[src/rtl/wide_rd_pkg.sv]
package wide_rd_pkg;

    localparam int BYTE_W = 8;

    // State of the master-side read path
    typedef struct packed {
        logic [BYTE_W-1:0] hold;   // shared temporary latch
        logic [BYTE_W-1:0] data;   // registered read data
    } rd_state_t;

    localparam rd_state_t RD_STATE_RST = '{hold: '0, data: '0};

endpackage

[src/rtl/wide_rd_bank.sv]
module wide_rd_bank #(
    parameter int NUM_REGS = 4,
    parameter int WORD_W   = 16,
    localparam int IDX_W   = $clog2(NUM_REGS)
) (
    input  logic                             clk_i,
    input  logic                             rst_ni,
    input  logic                             upd_en_i,
    input  logic [IDX_W-1:0]                 upd_idx_i,
    input  logic [WORD_W-1:0]                upd_data_i,
    output logic [NUM_REGS-1:0][WORD_W-1:0]  regs_o
);

    logic [NUM_REGS-1:0][WORD_W-1:0] regs_d, regs_q;

    for (genvar g = 0; g < NUM_REGS; g++) begin : g_word
        always_comb begin
            regs_d[g] = regs_q[g];
            if (upd_en_i && (upd_idx_i == IDX_W'(g))) begin
                regs_d[g] = upd_data_i;
            end
        end

        always_ff @(posedge clk_i or negedge rst_ni) begin
            if (!rst_ni) begin
                regs_q[g] <= '0;
            end else begin
                regs_q[g] <= regs_d[g];
            end
        end
    end

    assign regs_o = regs_q;

endmodule

[src/rtl/wide_rd_decode.sv]
module wide_rd_decode #(
    parameter int NUM_REGS = 4,
    parameter int WORD_W   = 16,
    localparam int BYTE_W  = wide_rd_pkg::BYTE_W,
    localparam int IDX_W   = $clog2(NUM_REGS),
    localparam int ADDR_W  = IDX_W + 1
) (
    input  logic [ADDR_W-1:0]                rd_addr_i,
    input  logic [NUM_REGS-1:0][WORD_W-1:0]  regs_i,
    output logic                             sel_upper_o,
    output logic [BYTE_W-1:0]                hi_byte_o,
    output logic [BYTE_W-1:0]                lo_byte_o
);

    logic [IDX_W-1:0]  idx;
    logic [WORD_W-1:0] word;

    always_comb begin
        idx         = rd_addr_i[ADDR_W-1:1];
        sel_upper_o = ~rd_addr_i[0];
        word        = regs_i[idx];
        hi_byte_o   = word[WORD_W-1 -: BYTE_W];
        lo_byte_o   = word[BYTE_W-1:0];
    end

endmodule

[src/rtl/wide_rd_port.sv]
module wide_rd_port
    import wide_rd_pkg::*;
(
    input  logic              clk_i,
    input  logic              rst_ni,
    input  logic              rd_stb_i,
    input  logic              sel_upper_i,
    input  logic [BYTE_W-1:0] hi_byte_i,
    input  logic [BYTE_W-1:0] lo_byte_i,
    output logic [BYTE_W-1:0] rd_data_o,
    output logic [BYTE_W-1:0] hold_o
);

    rd_state_t st_d, st_q;

    always_comb begin
        st_d = st_q;
        if (rd_stb_i) begin
            if (sel_upper_i) begin
                st_d.data = hi_byte_i;
                st_d.hold = lo_byte_i;
            end else begin
                st_d.data = st_q.hold;
            end
        end
    end

    always_ff @(posedge clk_i or negedge rst_ni) begin
        if (!rst_ni) begin
            st_q <= RD_STATE_RST;
        end else begin
            st_q <= st_d;
        end
    end

    assign rd_data_o = st_q.data;
    assign hold_o    = st_q.hold;

endmodule

[src/rtl/wide_rd_bridge.sv]
module wide_rd_bridge #(
    parameter int NUM_REGS = 4,
    parameter int WORD_W   = 16,
    localparam int BYTE_W  = wide_rd_pkg::BYTE_W,
    localparam int IDX_W   = $clog2(NUM_REGS),
    localparam int ADDR_W  = IDX_W + 1
) (
    input  logic              clk_i,
    input  logic              rst_ni,
    input  logic              rd_stb_i,
    input  logic [ADDR_W-1:0] rd_addr_i,
    output logic [BYTE_W-1:0] rd_data_o,
    input  logic              upd_en_i,
    input  logic [IDX_W-1:0]  upd_idx_i,
    input  logic [WORD_W-1:0] upd_data_i
);

    logic [NUM_REGS-1:0][WORD_W-1:0] regs_w;
    logic                            sel_upper_w;
    logic [BYTE_W-1:0]               hi_byte_w;
    logic [BYTE_W-1:0]               lo_byte_w;
    logic [BYTE_W-1:0]               hold_w;

    wide_rd_bank #(.NUM_REGS(NUM_REGS), .WORD_W(WORD_W)) bank_i (
        .clk_i      (clk_i),
        .rst_ni     (rst_ni),
        .upd_en_i   (upd_en_i),
        .upd_idx_i  (upd_idx_i),
        .upd_data_i (upd_data_i),
        .regs_o     (regs_w)
    );

    wide_rd_decode #(.NUM_REGS(NUM_REGS), .WORD_W(WORD_W)) dec_i (
        .rd_addr_i   (rd_addr_i),
        .regs_i      (regs_w),
        .sel_upper_o (sel_upper_w),
        .hi_byte_o   (hi_byte_w),
        .lo_byte_o   (lo_byte_w)
    );

    wide_rd_port port_i (
        .clk_i       (clk_i),
        .rst_ni      (rst_ni),
        .rd_stb_i    (rd_stb_i),
        .sel_upper_i (sel_upper_w),
        .hi_byte_i   (hi_byte_w),
        .lo_byte_i   (lo_byte_w),
        .rd_data_o   (rd_data_o),
        .hold_o      (hold_w)
    );

endmodule

[config.mk]
export PLATFORM = sky130hd
export DESIGN_NAME = wide_rd_bridge
export DESIGN_NICKNAME = d
export VERILOG_FILES = /design/src/rtl/wide_rd_pkg.sv /design/src/rtl/wide_rd_bank.sv /design/src/rtl/wide_rd_decode.sv /design/src/rtl/wide_rd_port.sv /design/src/rtl/wide_rd_bridge.sv
export SDC_FILE = /design/constraint.sdc
export NUM_CORES = 1
export LEC_CHECK = 0
export BUFFER_PORTS_ARGS = -buffer_cell sky130_fd_sc_hd__buf_2
export CAP_MARGIN = 20
export CORE_ASPECT_RATIO = 0.7
export CORE_MARGIN = 2
export CORE_UTILIZATION = 30
export DETAILED_ROUTE_END_ITERATION = 8
export GPL_TIMING_DRIVEN = 0
export PLACE_DENSITY = 0.49
export SLEW_MARGIN = 20
export SYNTH_ARGS = -nofsm -noshare
export SYNTH_HDL_FRONTEND = slang
export SYNTH_SLANG_ARGS = --single-unit
[constraint.sdc]
create_clock -name clk_i -period 3.45 [get_ports clk_i]
set_input_delay 0.69 -clock clk_i [delete_from_list [all_inputs] [get_ports clk_i]]
set_output_delay 0.69 -clock clk_i [all_outputs]
set_load 0.005 [all_outputs]
==> results.md <==
- H-tree levels: 3
- Max_cap viols: 0
- Total number of vias: 1897
- Placer Congestion: 0.677
- DR iter-0 viols: a little over 80
- Final instance area: 4130 um^2
- R2R Setup Slk: ~2.1 ns
- RSZ-0062 raised after global routing: false
- Clock sinks: 80
- YS warnings: 0
- Period utilisation layout: 0.551
- Post-Route WL: 7150 um
- First-pass iteration count of the detailed router: 3
- Critical Path Sink Type: flip-flop
- Fraction of layout cells with a size suffix above 1: 0.544
- Final Skew: 0.00324 ns
- Initial antenna violation count: 0
- Synthesized Nets: 228
- Vias per inst: between 4 and 5
- Leakage: 1.81 nW
- Worst Tran Pin Value: just under 0.7 ns
- Largest stage delay, worst path: 0.39 ns
- Flops & latches, synth: 80
- Max Slew Vio Count: 0
- Reg2reg path depth: 2
- Pin count of the biggest net entering global routing: between 50 and 60
- CTS root buf: clkbuf_16
- CP max stage cell: buf_2
- Seq/Total Area, Yosys: 0.580
- Worst-path maximum fanout: 10
- Hpwl dp: 4830 um
- Cell row count: 32
- Post-CTS resize count: 0
- Per-cell routed wire length: 17.7 um
- Num CTS Buffers: 9
- TNS Setup: 0 ns
- WP buf/inv: 2
- Ant diodes: 0
- Initial Utilization: 0.310
- WP depth: 4
- Remaining DRCs: 0
- Core ar.: approximately 11000 um^2
- Die W: 132 um
- Overall power: approximately 2.6 mW
- Synth cell types: 18
- Startpoint types: input pin
- Min Tclk post-route: 1.90 ns
- DP Area: 3820 um^2
- IO Pins: 33
- Commonest non-fill, non-tap cell in the layout: dfrtp_1
- Skew-Pair Late Insertion Delay: 0.33 ns
- Post-layout nets: 270
- Syn Std Cell Area: between 3000 and 4000 um^2
- Total grt overflow: 0
- Cells after Synth: 203
- Family with the most delay on the worst path: buffers and inverters
- P&R area growth vs syn: 19.6%
- GRT Overall Usage: 0.129
- Slew headroom: 0.549
- Hold Violations, Final: 0
- Outcome: complete, no violations
- Post-synth top area share: 0.580
- Hold Buf Count CTS: 0
- Endpoints failing setup: 0
- CP Data Required Time: 3.67 ns
- Syn avg cell area: 17.0 um^2
- Synth area leaders: dfrtp_1 58%, mux2_2 23%, mux4_2 6.5%
- Vias in the first global route: 2032
- Worst Hold Class: in2async
- Commonest non-fill, non-tap cells in the layout: 80 x dfrtp_1, 70 x mux2_2, 34 x buf_2
- Arr. time, crit path: 2.12 ns
- Post CTS Setup Buffer Count: 0
- Pwr per Cell Area: ~620 nW/um^2
- Clock buffer depth: 2
- CTS tree: done
- Highest clock rate: 526 MHz
- Die ar.: 12400 um^2
- Peak VDD IR: roughly 0.25 mV
- Final ANT Viol Nets: 0
- Cell Chain, Critical Path: clkbuf_1 > buf_2 > mux4_2 > mux2_2
- Synth area leader: dfrtp_1
- Clock slew at reported path FFs: 0.06 ns
- Critical path type: in2reg
- First-pass GRT wire length: approximately 12000 um
- IO Port Bufs: 30
- Die Span Y: 93.8 um
cell usage after synthesis:
cell,count
buf_2,5
buf_4,1
nor2b_1,3
nand3b_1,2
buf_12,1
and3_1,8
mux4_2,10
mux2_2,70
mux4_1,6
nor3b_2,1
dfrtp_1,80
clkbuf_1,3
a211o_1,2
inv_1,1
nand3_1,1
a221o_1,6
mux2_1,2
buf_6,1
stage by stage:
stage               hold slack (ns)  cells   util  worst slack [ns]
finish                        0.269    403  0.371              1.55
global route                  0.293    403  0.371              1.51
CTS                           0.276    403  0.371              1.56
detailed placement            0.475    387  0.344              1.21
global placement              0.467    386  0.341             0.991
floorplan                     0.394    203      -              1.60
routing by layer:
layer  share of wire  vias to the layer above  global-route usage
li1                -                      862                   -
met1            0.51                     1003               0.179
met2            0.44                       23               0.190
met3           0.036                        9              0.0453
met4           0.012                        0              0.0376
met5               0                        -                   0
power breakdown:
part           internal (mW)  switching [mW]  total (mW)
logic                  0.256           0.139       0.396
registers               1.14          0.0921        1.23
clock network          0.583           0.362       0.945
state kept, by name (all words and copies together) (netlist names):
| register | count |
|---|---|
| port_i.rd_data_o | 8 |
| bank_i.regs_o | 64 |
| port_i.hold_o | 8 |
area by class of cell:
| type | count | area (um^2) |
|---|---|---|
| repair buffers | 31 | 180 |
| well taps | 153 | 191 |
| clock inverters | 2 | 10.0 |
| plain buffers | 11 | 75.1 |
| fillers | 1103 | 7000 |
| flip-flops and latches | 80 | 2000 |
| multi-input cells | 111 | 1370 |
| clock buffers | 14 | 294 |
| inverters | 1 | 3.75 |
path summary, 6_finish.rpt:
path                                                    start                         endpoint
worst max-delay path                             rd_addr_i[2]     port_i.hold_o[4]$_DFFE_PN0P_
worst min-delay path                                   rst_ni    bank_i.regs_o[41]$_DFFE_PN0P_
worst max register to register  bank_i.regs_o[27]$_DFFE_PN0P_  port_i.rd_data_o[3]$_DFFE_PN0P_
worst min register to register   bank_i.regs_o[9]$_DFFE_PN0P_     bank_i.regs_o[9]$_DFFE_PN0P_
max in group asynchronous                              rst_ni  port_i.rd_data_o[7]$_DFFE_PN0P_
min in group clk_i               bank_i.regs_o[9]$_DFFE_PN0P_     bank_i.regs_o[9]$_DFFE_PN0P_
logic make-up (layout without fill, tap and decap cells):
logic type	after synthesis	after routing	synth area share
AOI/OAI and AO/OA	8	8	0.0225
buffers and inverters	12	59	0.0228
DFF	80	80	0.580
muxes	88	88	0.346
and+or+nand+nor	15	15	0.0293
Note: power is estimated with default switching activity, not from simulation.
